==> src/rtl/spi_flag_pkg.sv <==
package spi_flag_pkg;
  localparam int DATA_W = 8;
  localparam int CNT_W  = 7;

  localparam logic [1:0] ADDR_CTRL = 2'd0;
  localparam logic [1:0] ADDR_STAT = 2'd1;
  localparam logic [1:0] ADDR_DATA = 2'd2;

  // control register bit positions
  localparam int C_IE  = 4;
  localparam int C_EN  = 3;
  localparam int C_MST = 2;
  // status register bit positions
  localparam int S_DONE = 7;
  localparam int S_WCOL = 6;
  localparam int S_DBL  = 0;

  // log2 of system clocks per SCK period; the table is not monotonic in its index
  function automatic logic [2:0] period_log2(input logic dbl, input logic [1:0] rate);
    logic [2:0] base;
    base = (rate == 2'd3) ? 3'd7 : ({rate, 1'b0} + 3'd2);
    return base - {2'b00, dbl};
  endfunction
endpackage

==> src/rtl/spi_rate_sel.sv <==
module spi_rate_sel
  import spi_flag_pkg::*;
#(
  parameter int HALF_W = CNT_W
) (
  input  logic              dbl,
  input  logic [1:0]        rate,
  output logic [HALF_W-1:0] half_cnt
);
  logic [2:0] plog;

  always_comb begin
    plog     = period_log2(dbl, rate);
    half_cnt = HALF_W'(1) << (plog - 3'd1);
  end
endmodule

==> src/rtl/spi_shift_eng.sv <==
module spi_shift_eng #(
  parameter int W      = 8,
  parameter int HALF_W = 7
) (
  input  logic              clk,
  input  logic              rst_n,
  input  logic              load,
  input  logic              start,
  input  logic [W-1:0]      wdata,
  input  logic [HALF_W-1:0] half_cnt,
  input  logic              abort,
  input  logic              miso,
  output logic              busy,
  output logic              fin,
  output logic              sck,
  output logic              mosi,
  output logic [W-1:0]      shreg
);
  localparam int BIT_W = $clog2(W);
  localparam logic [BIT_W-1:0] LAST = BIT_W'(W - 1);

  logic              busy_q, busy_d, sck_q, sck_d, samp_q, samp_d;
  logic [HALF_W-1:0] cnt_q, cnt_d;
  logic [BIT_W-1:0]  bit_q, bit_d;
  logic [W-1:0]      sh_q, sh_d;
  logic              tick;

  always_comb begin
    tick   = busy_q && (cnt_q >= half_cnt - HALF_W'(1));
    fin    = tick && sck_q && (bit_q == LAST);
    busy_d = busy_q;
    sck_d  = sck_q;
    samp_d = samp_q;
    cnt_d  = cnt_q;
    bit_d  = bit_q;
    sh_d   = sh_q;
    if (abort) begin
      busy_d = 1'b0;
      sck_d  = 1'b0;
      cnt_d  = '0;
      bit_d  = '0;
    end else if (load) begin
      sh_d = wdata;
      if (start) begin
        busy_d = 1'b1;
        sck_d  = 1'b0;
        cnt_d  = '0;
        bit_d  = '0;
      end
    end else if (busy_q) begin
      if (tick) begin
        cnt_d = '0;
        sck_d = ~sck_q;
        if (!sck_q) begin
          samp_d = miso;                      // leading edge: sample
        end else begin
          sh_d  = {sh_q[W-2:0], samp_q};      // trailing edge: shift
          bit_d = bit_q + BIT_W'(1);
          if (fin) busy_d = 1'b0;
        end
      end else begin
        cnt_d = cnt_q + HALF_W'(1);
      end
    end
  end

  always_ff @(posedge clk or negedge rst_n) begin
    if (!rst_n) begin
      busy_q <= 1'b0;
      sck_q  <= 1'b0;
      samp_q <= 1'b0;
      cnt_q  <= '0;
      bit_q  <= '0;
      sh_q   <= '0;
    end else begin
      busy_q <= busy_d;
      sck_q  <= sck_d;
      samp_q <= samp_d;
      cnt_q  <= cnt_d;
      bit_q  <= bit_d;
      sh_q   <= sh_d;
    end
  end

  assign busy  = busy_q;
  assign sck   = sck_q;
  assign mosi  = sh_q[W-1];
  assign shreg = sh_q;

  AST_SCK_IDLE_LOW: assert property (@(posedge clk) disable iff (!rst_n) !busy_q |-> !sck_q);
  AST_ABORT_STOPS: assert property (@(posedge clk) disable iff (!rst_n) abort |=> (!busy_q && !sck_q));
  AST_FIN_ENDS_BUSY: assert property (@(posedge clk) disable iff (!rst_n) fin |=> !busy_q);
endmodule

==> src/rtl/spi_flag_master.sv <==
module spi_flag_master
  import spi_flag_pkg::*;
(
  input  logic       clk,
  input  logic       rst_n,
  input  logic       bus_en,
  input  logic       bus_wr,
  input  logic [1:0] bus_addr,
  input  logic [7:0] bus_wdata,
  output logic [7:0] bus_rdata,
  input  logic       irq_ack,
  input  logic       ss_n,
  input  logic       miso,
  output logic       sck,
  output logic       mosi,
  output logic       irq
);
  logic [1:0] rate_q, rate_d;
  logic       ie_q, ie_d, en_q, en_d, mst_q, mst_d, dbl_q, dbl_d;
  logic       done_q, done_d, wcol_q, wcol_d;
  logic       arm_done_q, arm_done_d, arm_wcol_q, arm_wcol_d;
  logic [1:0] ss_sync_q;

  logic              wr_ctrl, wr_stat, wr_data, rd_stat, acc_data;
  logic              fault, load, start, collide, clr_done, clr_wcol;
  logic              busy, fin;
  logic [CNT_W-1:0]  half_cnt;
  logic [DATA_W-1:0] shreg;

  always_comb begin
    wr_ctrl  = bus_en && bus_wr && (bus_addr == ADDR_CTRL);
    wr_stat  = bus_en && bus_wr && (bus_addr == ADDR_STAT);
    acc_data = bus_en && (bus_addr == ADDR_DATA);
    wr_data  = acc_data && bus_wr;
    rd_stat  = bus_en && !bus_wr && (bus_addr == ADDR_STAT);
    fault    = en_q && mst_q && !ss_sync_q[1];
    load     = wr_data && !busy;
    start    = load && en_q && mst_q && !fault;
    collide  = wr_data && busy;
    clr_done = irq_ack || (acc_data && (arm_done_q || arm_wcol_q));
    clr_wcol = acc_data && arm_wcol_q;
  end

  always_comb begin
    rate_d     = wr_ctrl ? bus_wdata[1:0]  : rate_q;
    ie_d       = wr_ctrl ? bus_wdata[C_IE] : ie_q;
    en_d       = wr_ctrl ? bus_wdata[C_EN] : en_q;
    mst_d      = wr_ctrl ? bus_wdata[C_MST] : mst_q;
    if (fault) mst_d = 1'b0;
    dbl_d      = wr_stat ? bus_wdata[S_DBL] : dbl_q;
    // set takes precedence over clear
    done_d     = fin || fault || (done_q && !clr_done);
    wcol_d     = collide || (wcol_q && !clr_wcol);
    arm_done_d = arm_done_q;
    arm_wcol_d = arm_wcol_q;
    if (acc_data) begin
      arm_done_d = 1'b0;
      arm_wcol_d = 1'b0;
    end else if (rd_stat) begin
      arm_done_d = done_q;
      arm_wcol_d = wcol_q;
    end
  end

  always_ff @(posedge clk or negedge rst_n) begin
    if (!rst_n) begin
      rate_q     <= '0;
      ie_q       <= 1'b0;
      en_q       <= 1'b0;
      mst_q      <= 1'b0;
      dbl_q      <= 1'b0;
      done_q     <= 1'b0;
      wcol_q     <= 1'b0;
      arm_done_q <= 1'b0;
      arm_wcol_q <= 1'b0;
      ss_sync_q  <= 2'b11;
    end else begin
      rate_q     <= rate_d;
      ie_q       <= ie_d;
      en_q       <= en_d;
      mst_q      <= mst_d;
      dbl_q      <= dbl_d;
      done_q     <= done_d;
      wcol_q     <= wcol_d;
      arm_done_q <= arm_done_d;
      arm_wcol_q <= arm_wcol_d;
      ss_sync_q  <= {ss_sync_q[0], ss_n};
    end
  end

  spi_rate_sel #(.HALF_W(CNT_W)) rate_i (
    .dbl      (dbl_q),
    .rate     (rate_q),
    .half_cnt (half_cnt)
  );

  spi_shift_eng #(.W(DATA_W), .HALF_W(CNT_W)) eng_i (
    .clk      (clk),
    .rst_n    (rst_n),
    .load     (load),
    .start    (start),
    .wdata    (bus_wdata),
    .half_cnt (half_cnt),
    .abort    (fault),
    .miso     (miso),
    .busy     (busy),
    .fin      (fin),
    .sck      (sck),
    .mosi     (mosi),
    .shreg    (shreg)
  );

  always_comb begin
    case (bus_addr)
      ADDR_CTRL: bus_rdata = {3'b000, ie_q, en_q, mst_q, rate_q};
      ADDR_STAT: bus_rdata = {done_q, wcol_q, 5'b00000, dbl_q};
      ADDR_DATA: bus_rdata = shreg;
      default:   bus_rdata = 8'h00;
    endcase
  end

  assign irq = done_q && ie_q;

  AST_COLLIDE_FLAG: assert property (@(posedge clk) disable iff (!rst_n) collide |=> wcol_q);
  AST_FAULT_DROPS_MASTER: assert property (@(posedge clk) disable iff (!rst_n) fault |=> (!mst_q && done_q));
  AST_FIN_SETS_DONE: assert property (@(posedge clk) disable iff (!rst_n) fin |=> done_q);
  AST_ACK_CLEARS: assert property (@(posedge clk) disable iff (!rst_n) (irq_ack && !fin && !fault) |=> !done_q);
endmodule

==> config.mk <==
export PLATFORM = sky130hd
export DESIGN_NAME = spi_flag_master
export DESIGN_NICKNAME = d
export VERILOG_FILES = /design/src/rtl/spi_flag_pkg.sv /design/src/rtl/spi_rate_sel.sv /design/src/rtl/spi_shift_eng.sv /design/src/rtl/spi_flag_master.sv
export SDC_FILE = /design/constraint.sdc
export NUM_CORES = 1
export LEC_CHECK = 0
export BUFFER_PORTS_ARGS = -buffer_cell sky130_fd_sc_hd__clkbuf_2
export CORE_UTILIZATION = 35
export DETAILED_ROUTE_END_ITERATION = 6
export PLACE_DENSITY_LB_ADDON = 0.2
export SLEW_MARGIN = 20
export SYNTH_ARGS = -nofsm -noshare
export SYNTH_HDL_FRONTEND = slang
export SYNTH_HIERARCHICAL = 1
export SYNTH_SLANG_ARGS = --single-unit
==> constraint.sdc <==
create_clock -name clk -period 4.2 [get_ports clk]
set_clock_uncertainty 0.1 [all_clocks]
set_input_delay 0.42 -clock clk [delete_from_list [all_inputs] [get_ports clk]]
set_output_delay 0.42 -clock clk [all_outputs]
set_load 0.02 [all_outputs]
# Word-level counts from Yosys, hierarchy flattened

Index checks and enable logic that the tools add are counted.

Memories: 0
Memory bits (read-only): 0
Output and inout bits: 11
Word-level logic and storage cells: 114
Latch bits: 0
Input bits: 17
Bits in writable memories: 0
Register bits after elaboration: 33

Bitwise operators: 3
Shifts and indexed selects: 1
Mux-type cells: 35
$lt $le $gt $ge: 1
Reduce and logical (&&, ||, !) cells: 47
$add $sub $neg: 6
Divide/modulo/power cells: 0
Eq/ne operators: 5
Multiply operators: 0

Operators by type and width:

| cell                                                               | number |
|---|---|
| 7-bit 2-to-1 mux                                                   | 5 |
| 8-bit 2-to-1 mux                                                   | 4 |
| 8-bit case mux with 3 select lines                                 | 1 |
| 1-bit logical AND                                                  | 22 |
| 3-bit 2-to-1 mux                                                   | 7 |
| 1-bit 2-to-1 mux                                                   | 18 |
| 2-bit nonzero test                                                 | 5 |
| 3-bit nonzero test                                                 | 3 |
| 4-bit AND reduction                                                | 2 |
| 7-bit by 1-bit adder with 7-bit output, second input constant      | 1 |
| 7-bit >= comparator                                                | 1 |
| 1-bit by 3-bit left shift with 7-bit output, first input constant  | 1 |
| 7-bit by 1-bit subtractor with 7-bit output, second input constant | 1 |
| 1-bit logical NOT                                                  | 6 |
| 1-bit logical OR                                                   | 5 |
| 5-bit AND reduction                                                | 1 |
| 2-bit == test, second input constant                               | 2 |
| 3-bit by 1-bit adder with 3-bit output, second input constant      | 1 |
| 3-bit by 2-bit adder with 3-bit output, second input constant      | 1 |
| 3-bit == test, second input constant                               | 1 |
| 3-bit != test, second input constant                               | 1 |
| 1-bit inverter                                                     | 3 |
| 3-bit AND reduction                                                | 1 |
| 3-bit by 1-bit subtractor with 3-bit output                        | 1 |
| 4 further kinds                                                    | 4 |

# Depth between registers and ports, before layout

Gate-level depths: netlist of the first run.

Depth in word-level cells: 16
Gate-level depth with buffers: 12
Depth with buffers taken out: 11

# By module

Netlist of the first run, hierarchy kept.

Modules (own cells, without submodules):

| module          | sequential area each (µm²) | instances | cells an instance | area an instance (µm²) |
|---|---|---|---|---|
| spi_shift_eng   | 525.5                      | 1         | 122               | 1258.7 |
| spi_flag_master | 302.8                      | 1         | 60                | 671.9 |
| spi_rate_sel    | 0.0                        | 1         | 8                 | 65.1 |

# Worst setup path before layout of the first run

OpenSTA, ideal clock, no wires.

Path kind: reg-to-reg
From: register rate_q[0]
To: register eng_i.samp_q
Buffers on the path: 0
Arrival time: 2.702 ns
Period minus slack after synthesis: 2.927 ns
Slack: 1.273 ns
Setup time: 0.125 ns
Required time: 3.975 ns
Stages on the path, launching flop included: 11
Cell sequence: dfrtp_1 -> nor3b_1 -> inv_1 -> ha_1 -> xnor2_1 -> ha_1 -> o21a_1 -> nor2_1 -> o31a_4 -> or4_4 -> mux2_4

Cells in the longest elaborated chain, start to end: 9
Elaborated cells on any way between the ends: 10
Those cells by class: add/sub (4); order compare (1); eq/ne (1); shift (1); mux (1); reduce/logical (2)

Ends and longest elaborated chain:

| element                                                                        | RTL line              | RTL |
|---|---|---|
| start, declared                                                                | spi_flag_master.sv:18 | `logic [1:0] rate_q, rate_d;` |
| start signal, assigned                                                         | spi_flag_master.sv:78 | `rate_q <= rate_d;` |
| 3-bit by 2-bit adder with 3-bit output / 2-bit == test (equally long branches) | spi_flag_pkg.sv:21    | `base = (rate == 2'd3) ? 3'd7 : ({rate, 1'b0} + 3'd2);` |
| 3-bit 2-to-1 mux *                                                             | spi_flag_pkg.sv:21    |  |
| 3-bit by 1-bit subtractor with 3-bit output *                                  | spi_flag_pkg.sv:22    | `return base - {2'b00, dbl};` |
| 3-bit by 1-bit subtractor with 3-bit output *                                  | spi_rate_sel.sv:14    | `half_cnt = HALF_W'(1) << (plog - 3'd1);` |
| 1-bit by 3-bit left shift with 7-bit output *                                  | spi_rate_sel.sv:14    |  |
| named net half_cnt[0]                                                          | spi_flag_master.sv:27 | `logic [CNT_W-1:0] half_cnt;` |
| 7-bit by 1-bit subtractor with 7-bit output *                                  | spi_shift_eng.sv:29   | `tick = busy_q && (cnt_q >= half_cnt - HALF_W'(1));` |
| 7-bit >= comparator *                                                          | spi_shift_eng.sv:29   |  |
| 1-bit logical AND *                                                            | spi_shift_eng.sv:29   |  |
| 5-bit AND reduction (no line) *                                                | n/a                   |  |
| end signal, assigned                                                           | spi_shift_eng.sv:78   | `samp_q <= samp_d;` |
| end, declared                                                                  | spi_shift_eng.sv:22   | `logic busy_q, busy_d, sck_q, sck_d, samp_q, samp_d;` |

Mark *: on every way through the listed nets, which the timed path passes. The rest lies on a longest branch.
A chain may end at the register's enable or synchronous reset.

# Worst setup path in the final report of the first run

From: register dbl_q
To: register eng_i.sck_q, in the netlist eng_i/sck

Cells in the longest elaborated chain, start to end: 8

Ends and longest elaborated chain:

| element                                     | RTL line              | RTL |
|---|---|---|
| start, declared                             | spi_flag_master.sv:19 | `logic ie_q, ie_d, en_q, en_d, mst_q, mst_d, dbl_q, dbl_d;` |
| start signal, assigned                      | spi_flag_master.sv:82 | `dbl_q <= dbl_d;` |
| 3-bit by 1-bit subtractor with 3-bit output | spi_flag_pkg.sv:22    |  |
| 3-bit by 1-bit subtractor with 3-bit output | spi_rate_sel.sv:14    |  |
| 1-bit by 3-bit left shift with 7-bit output | spi_rate_sel.sv:14    |  |
| named net half_cnt[0]                       | spi_flag_master.sv:27 |  |
| 7-bit by 1-bit subtractor with 7-bit output | spi_shift_eng.sv:29   |  |
| 7-bit >= comparator                         | spi_shift_eng.sv:29   |  |
| 1-bit logical AND                           | spi_shift_eng.sv:29   |  |
| 3-bit nonzero test (no line)                | n/a                   |  |
| 3-bit AND reduction (no line)               | n/a                   |  |
| end signal, assigned                        | spi_shift_eng.sv:77   | `sck_q <= sck_d;` |
| end, declared                               | spi_shift_eng.sv:22   |  |

The timed path passes the listed nets, and every way through them passes these cells.

==> flow_summary.toml, run 1 <==
[outcome]
status = "complete, no violations"

[logic_synthesis]
syn_nets = 218
synth-main-ff-cell = "dfrtp_1"
yosys_warnings = 6
syn_avg_cell_area_um2 = 10.50
synth_edf_count = 0
synth.distinct_cells = 49
synthMuxAreaShare = 0.07147
yosysSeqAreaShare = 0.4150
synthSimpleGateAreaFrac = 0.2100
synth-async-reset-ratio = 1.000
synth_compound_area_frac = 0.1530
synth_fa_ha_area_frac = 0.06897
synthesis.area_um2 = 1996
ys_ff_latch = 33
syn_inst = 190
synth_top_family_by_area = "simple AND/OR/NAND/NOR gates"
synth-xor-area-share = 0.04828

[die]
fp-row-count = 27
io_pins = 28
die_area_um2 = 6008
core-area_um2 = 5507
die-width_um = 77.51
initial_utilization = 0.3624
fp.dieH_um = 77.51

[worst_setup_path]
cp_max_fo = 9
critical-path-top-delay-family = "compound AO/OA/AOI/OAI gates"
crit_chain = "nor3b_1, inv_1, ha_1, xnor2_1, ha_1, o21a_1, nor2_1, o31a_4, o21ai_0, o21ai_0"
end_kind = "flip-flop"
cp.arrival_ns = 3.24
worst_ep_required_time_ns = 4.25
crit_slowest_cell = "o21ai_0"
worstSetupPathType = "flip-flop to flip-flop"
crit_path_max_incr_delay_ns = 0.62
r2r_cells = 10
start_kind = "flip-flop"
critPathBufInv = 1
cp.depth = 10

[pwr]
p_int_uw = 645.4
p_per_area_nw_per_um2 = 432.8
pwr-share-clk = 0.259
p_leak_uw = 0.001125
p_sw_frac = 0.3472
power_frac_seq = 0.440
p_switching_uw = 343.3
peakVddDrop_v = 0.0002188
comb_power_share = 0.300

[routing]
dr.pass1.iters = 4
vias = 1484
wirelength_um = 4405
drcViolationCount = 0
antenna_left = 0
viasPerCell = 5.082
drt-initial-drc-count = 31
wl_per_cell_um = 15.09

[hold_path]
worst_hold_path_type = "input port to flip-flop"
holdPathStages = 1

[clocking]
cts_tree = "built"
clock_latency_ns = 0.29
clkTransAtPathRegs_ns = 0.07
cts_hold_buf = 0
postCtsSetupBuffers = 0
cts_resized = 0
cts_max_level = 2
clockBufferDepth = 2
cts_made_buffers = 5
clock-sinks = 33
root_buffer = "clkbuf_8"

[cells_and_area]
final_cells = 292
nets = 247
drive_above_1_share = 0.2455
final_util = 0.4149
antennaDiodeCount = 0
area_growth_pct = 14.48

[timing]
period_share = 0.7602
fmax_ghz = 0.3132
post-route-min-period_ns = 3.193
hold_violations = 0
tightest_slew_ns = 0.8537
rsz0062_at_grt = "false"
setup-tns-final_ns = 0
setup_viol = 0
hold_slack_ns = 0.1106
relSlewSlack = 0.4309
timing.final.ws_setup_ns = 1.007
maxSlewViolCount = 0

[placement]
dp.cells = 284
hpwl_um = 3282
gp_congestion = 0.7812
numPortBuffers = 27
pre_cts_slack_ns = 1.029

[grt]
grt_pass1_wl_um = 7217
grt_pass1_vias = 1465
antenna_found_initial = 0
grt_overflow_total = 0
grt_max_degree = 34
grt_usage = 0.1571

[flow_run]
maxCapViolCount = 0
## worst reg2reg max path, stage by stage, from the launching register on
cell,delay (ns)
dfrtp_1,0.47
nor3b_1,0.31
inv_1,0.13
ha_1,0.26
xnor2_1,0.21
ha_1,0.22
o21a_1,0.13
nor2_1,0.06
o31a_4,0.39
o21ai_0,0.62
o21ai_0,0.16
## stage by stage
stage	area [um2]	total power [uW]
after global placement	2188	737.3
after floorplan	1996	653.2
final	2285	988.7
after CTS	2285	1001
after global routing	2285	1058
after detailed placement	2188	738.7
## cell families after synthesis
logic type | Yosys count
fa+ha+maj | 11
simple gates | 71
xor+xnor | 11
flops | 33
buf+inv | 13
compound gates | 38
mux | 13
## path summary, 6_finish.rpt
path	from	to	slack, ns
max	dbl_q	eng_i/sck	1.01
min	ss_n	ss_sync_q[0]	0.11
max reg2reg	dbl_q	eng_i/sck	1.01
min reg2reg	ss_sync_q[0]	ss_sync_q[1]	0.26
max in group asynchronous	rst_n	eng_i/cnt_q[3]	3.34
min in group asynchronous	rst_n	eng_i/shreg[4]	0.13
## power by group through the flow
stage | Combinational (uW) | Sequential [uW] | Clock [uW]
2_1_floorplan | 226 | 427 | 0
4_1_cts | 300 | 435 | 266
3_5_place_dp | 298 | 441 | 0
5_1_grt | 337 | 445 | 277
3_3_place_gp | 296 | 441 | 0
6_report | 297 | 435 | 256
## Yosys cell counts (2+ instances only)
master     count  area [um2]
dfrtp_1       31       775.7
nor2_1        15       56.30
and2_1        11       68.82
ha_1          11       137.6
a21oi_1        8       40.04
a221o_1        8       80.08
nand3_1        8       40.04
inv_1          7       26.28
nand2_1        7       26.28
xor2_1         7       61.31
mux2i_1        6       60.06
nor3_1         6       30.03
o21ai_0        6       30.03
mux2_2         5       56.30
a22o_1         4       35.03
xnor2_1        4       35.03
and3b_2        3       30.03
nand2b_1       3       18.77
nor2b_1        3       18.77
buf_2          2       10.01
buf_4          2       15.01
dfstp_2        2       52.55
nand3b_1       2       15.01
nand4_1        2       12.51
nor3b_1        2       15.01
o2bb2ai_1      2       17.52
## placed cells by master, fill, tap and decap left out, drive strengths merged, types with 7 or more instances in the layout
master,instances
dfrtp,31
a221o,8
a21oi,8
mux2,7
nor2,15
inv,7
ha,11
xor2,7
nand2,7
nand3,8
clkbuf,33
and2,11
## registers in the layout (all words and copies together), names as in the netlist
| signal | count |
|---|---|
| mst_q | 1 |
| eng_i/bit_q | 3 |
| rate_q | 2 |
| eng_i/samp_q | 1 |
| eng_i/sck | 1 |
| eng_i/cnt_q | 7 |
| ss_sync_q | 2 |
| eng_i/busy | 1 |
| eng_i/shreg | 8 |
| ie_q | 1 |
| en_q | 1 |
| wcol_q | 1 |
| done_q | 1 |
| arm_wcol_q | 1 |
| dbl_q | 1 |
| arm_done_q | 1 |
## per-layer routing
layer / track usage / up-vias / part of all wire
met1: 0.2074 / 705 / 0.50
met3: 0.03529 / 8 / 0.025
met4: 0.05094 / 0 / 0.013
met2: 0.2540 / 24 / 0.46
li1: - / 747 / -
met5: 0 / - / 0
## layout make-up
type | count | area (um2)
clock inverters | 2 | 13.76
clock buffers | 6 | 82.58
multi-input cells | 144 | 1101
well taps | 72 | 90.09
inverters | 7 | 26.28
flip-flops and latches | 33 | 828.3
repair buffers | 28 | 142.6
fillers | 537 | 3222
Power figures use the tool's default switching activity.
==> run 2, diff against run 1 <==
==> constraint.sdc (replaced) <==
create_clock -name clk -period 2.6 [get_ports clk]
set_clock_uncertainty 0.1 [all_clocks]
set_input_delay 0.26 -clock clk [delete_from_list [all_inputs] [get_ports clk]]
set_output_delay 0.26 -clock clk [all_outputs]
set_load 0.02 [all_outputs]
==> flow_summary.toml, run 2 (same netlist as run 1, synthesis figures left out) <==
[worst_setup_path]
cp_max_fo = 7
crit_path_max_incr_delay_ns = 0.47
worst_ep_required_time_ns = 2.67
worstSetupStartpoint = "rate_q[0]"
worstSetupPathType = "flip-flop to flip-flop"
crit_chain = "and3b_2, buf_6, buf_4, xnor2_4, ha_4, o21a_1, nor2_2, o31a_4, or4_4, mux2_4"
end_kind = "flip-flop"
r2r-start = "rate_q[0]"
start_kind = "flip-flop"
cp.arrival_ns = 2.98
r2r_slack_ns = -0.31
crit_end = "eng_i/samp_q"
crit_slowest_cell = "dfrtp_2"
r2r_cells = 10
crit-reg2reg-capture = "eng_i/samp_q"

[timing]
tightest_slew_ns = 0.8178
hold_violations = 0
maxSlewViolCount = 0
relSlewSlack = 0.4548
setup-tns-final_ns = -3.118
timing.final.ws_setup_ns = -0.3091
period_share = 1.119
rsz0062_at_grt = "true"
fmax_ghz = 0.3437
setup_viol = 20
post-route-min-period_ns = 2.909

[pwr]
p_int_uw = 1284
comb_power_share = 0.386
pwr-share-clk = 0.245
p_sw_frac = 0.3262
power_frac_seq = 0.369
p_switching_uw = 621.7
peakVddDrop_v = 0.0003695
p_per_area_nw_per_um2 = 696.9
p_leak_uw = 0.001322
finalPower_uw = 1906

[placement]
gp_congestion = 0.7794
numPortBuffers = 27
placed_area_um2 = 2385
pre_cts_slack_ns = -0.3197
hpwl_um = 3250

[routing]
vias = 1663
dr.pass1.iters = 4
drcViolationCount = 0
antenna_left = 0
viasPerCell = 5.117
wirelength_um = 4687
drt-initial-drc-count = 70
wl_per_cell_um = 14.42

[cells_and_area]
area_growth_pct = 37.05
largest_register_ffs = 8
drive_above_1_share = 0.4387
final_common_cell = "dfrtp_1"
nets = 280
final_util = 0.4967
final_cell_mix = "28 x dfrtp_1, 27 x clkbuf_2, 26 x buf_4, 11 x nor2_1, 10 x and2_1"
final_cell_area_um2 = 2735
antennaDiodeCount = 0

[clocking]
root_buffer = "clkbuf_8"
cts_made_buffers = 5
clock-sinks = 33
clock_latency_ns = 0.29
clockBufferDepth = 2
cts_tree = "built"
clkTransAtPathRegs_ns = 0.07
cts_max_level = 2

[outcome]
violations = "setup timing"
status = "finished with violations"

[die]
io_pins = 28
initial_utilization = 0.3624
fp-row-count = 27
die_area_um2 = 6008
die-width_um = 77.51
core-area_um2 = 5507
fp.dieH_um = 77.51

[flow_run]
maxCapViolCount = 0

[grt]
grt_pass1_wl_um = 7403
grt_usage = 0.1608
antenna_found_initial = 0
grt_max_degree = 34
grt_pass1_vias = 1507
grt_overflow_total = 0

[hold_path]
worst_hold_path_type = "input port to flip-flop"
run 2: cell types whose count changed in the layout (fill, tap and decap cells not counted), sizes merged:
cell         before  now
buf               1   32
dlygate4sd3       0    2
bufinv            0    1
clkinv            2    1
run 2: critical path: cells and delay by family (launching register included):
kind | cells | cell delay [ns]
buffers and inverters | 2 | 0.27
muxes | 1 | 0.31
and+or+nand+nor | 3 | 0.74
adders and majority gates | 1 | 0.26
xor gates and xnor gates | 1 | 0.13
DFF | 1 | 0.47
AOI/OAI and AO/OA | 2 | 0.48
run 2: power groups by stage:
stage / registers [uW] / logic [uW] / clock network (uW)
global placement: 708 / 579 / 0
floorplan: 695 / 382 / 0
finish: 703 / 735 / 467
detailed placement: 707 / 584 / 0
CTS: 696 / 655 / 484
global route: 713 / 807 / 507
run 2: worst min-delay path by stage:
stage | end | cells after the start | from
6_report | eng_i/samp_q | 2 | miso
2_1_floorplan | arm_done_q | 0 | rst_n
3_5_place_dp | ss_sync_q[0] | 1 | ss_n
4_1_cts | eng_i/samp_q | 2 | miso
3_3_place_gp | ss_sync_q[1] | 0 | ss_sync_q[0]
5_1_grt | eng_i/samp_q | 2 | miso
run 2: repair_timing:
action	in CTS	in global routing
setup endpoints to repair	21	22
resized for setup	9	25
buffers inserted	8	2
pin swaps	9	7
hold endpoints to repair	27	0
cloned	0	0
hold buffers	2	0
run 2: layer usage:
metal | vias to the layer above | track usage | share of wire
met4 | 0 | 0.06415 | 0.015
li1 | 824 | - | -
met3 | 7 | 0.04353 | 0.028
met1 | 813 | 0.2300 | 0.48
met5 | - | 0 | 0
met2 | 19 | 0.2274 | 0.47
run 2: cell type report:
class | count | area, um2
fill | 522 | 2771
multi-input combinational | 144 | 1252
sequential | 33 | 832.0
timing repair buffer | 61 | 426.7
tap | 72 | 90.09
clock buffer | 6 | 72.57
clock inverter | 2 | 35.03
inverter | 7 | 26.28
run 2: stage by stage:
stage	hold slack, ns	cells
after floorplan	-0.1356	190
after global placement	0.2468	305
after detailed placement	0.2500	305
after CTS	0.1114	323
after global routing	0.1108	325
final	0.1172	325
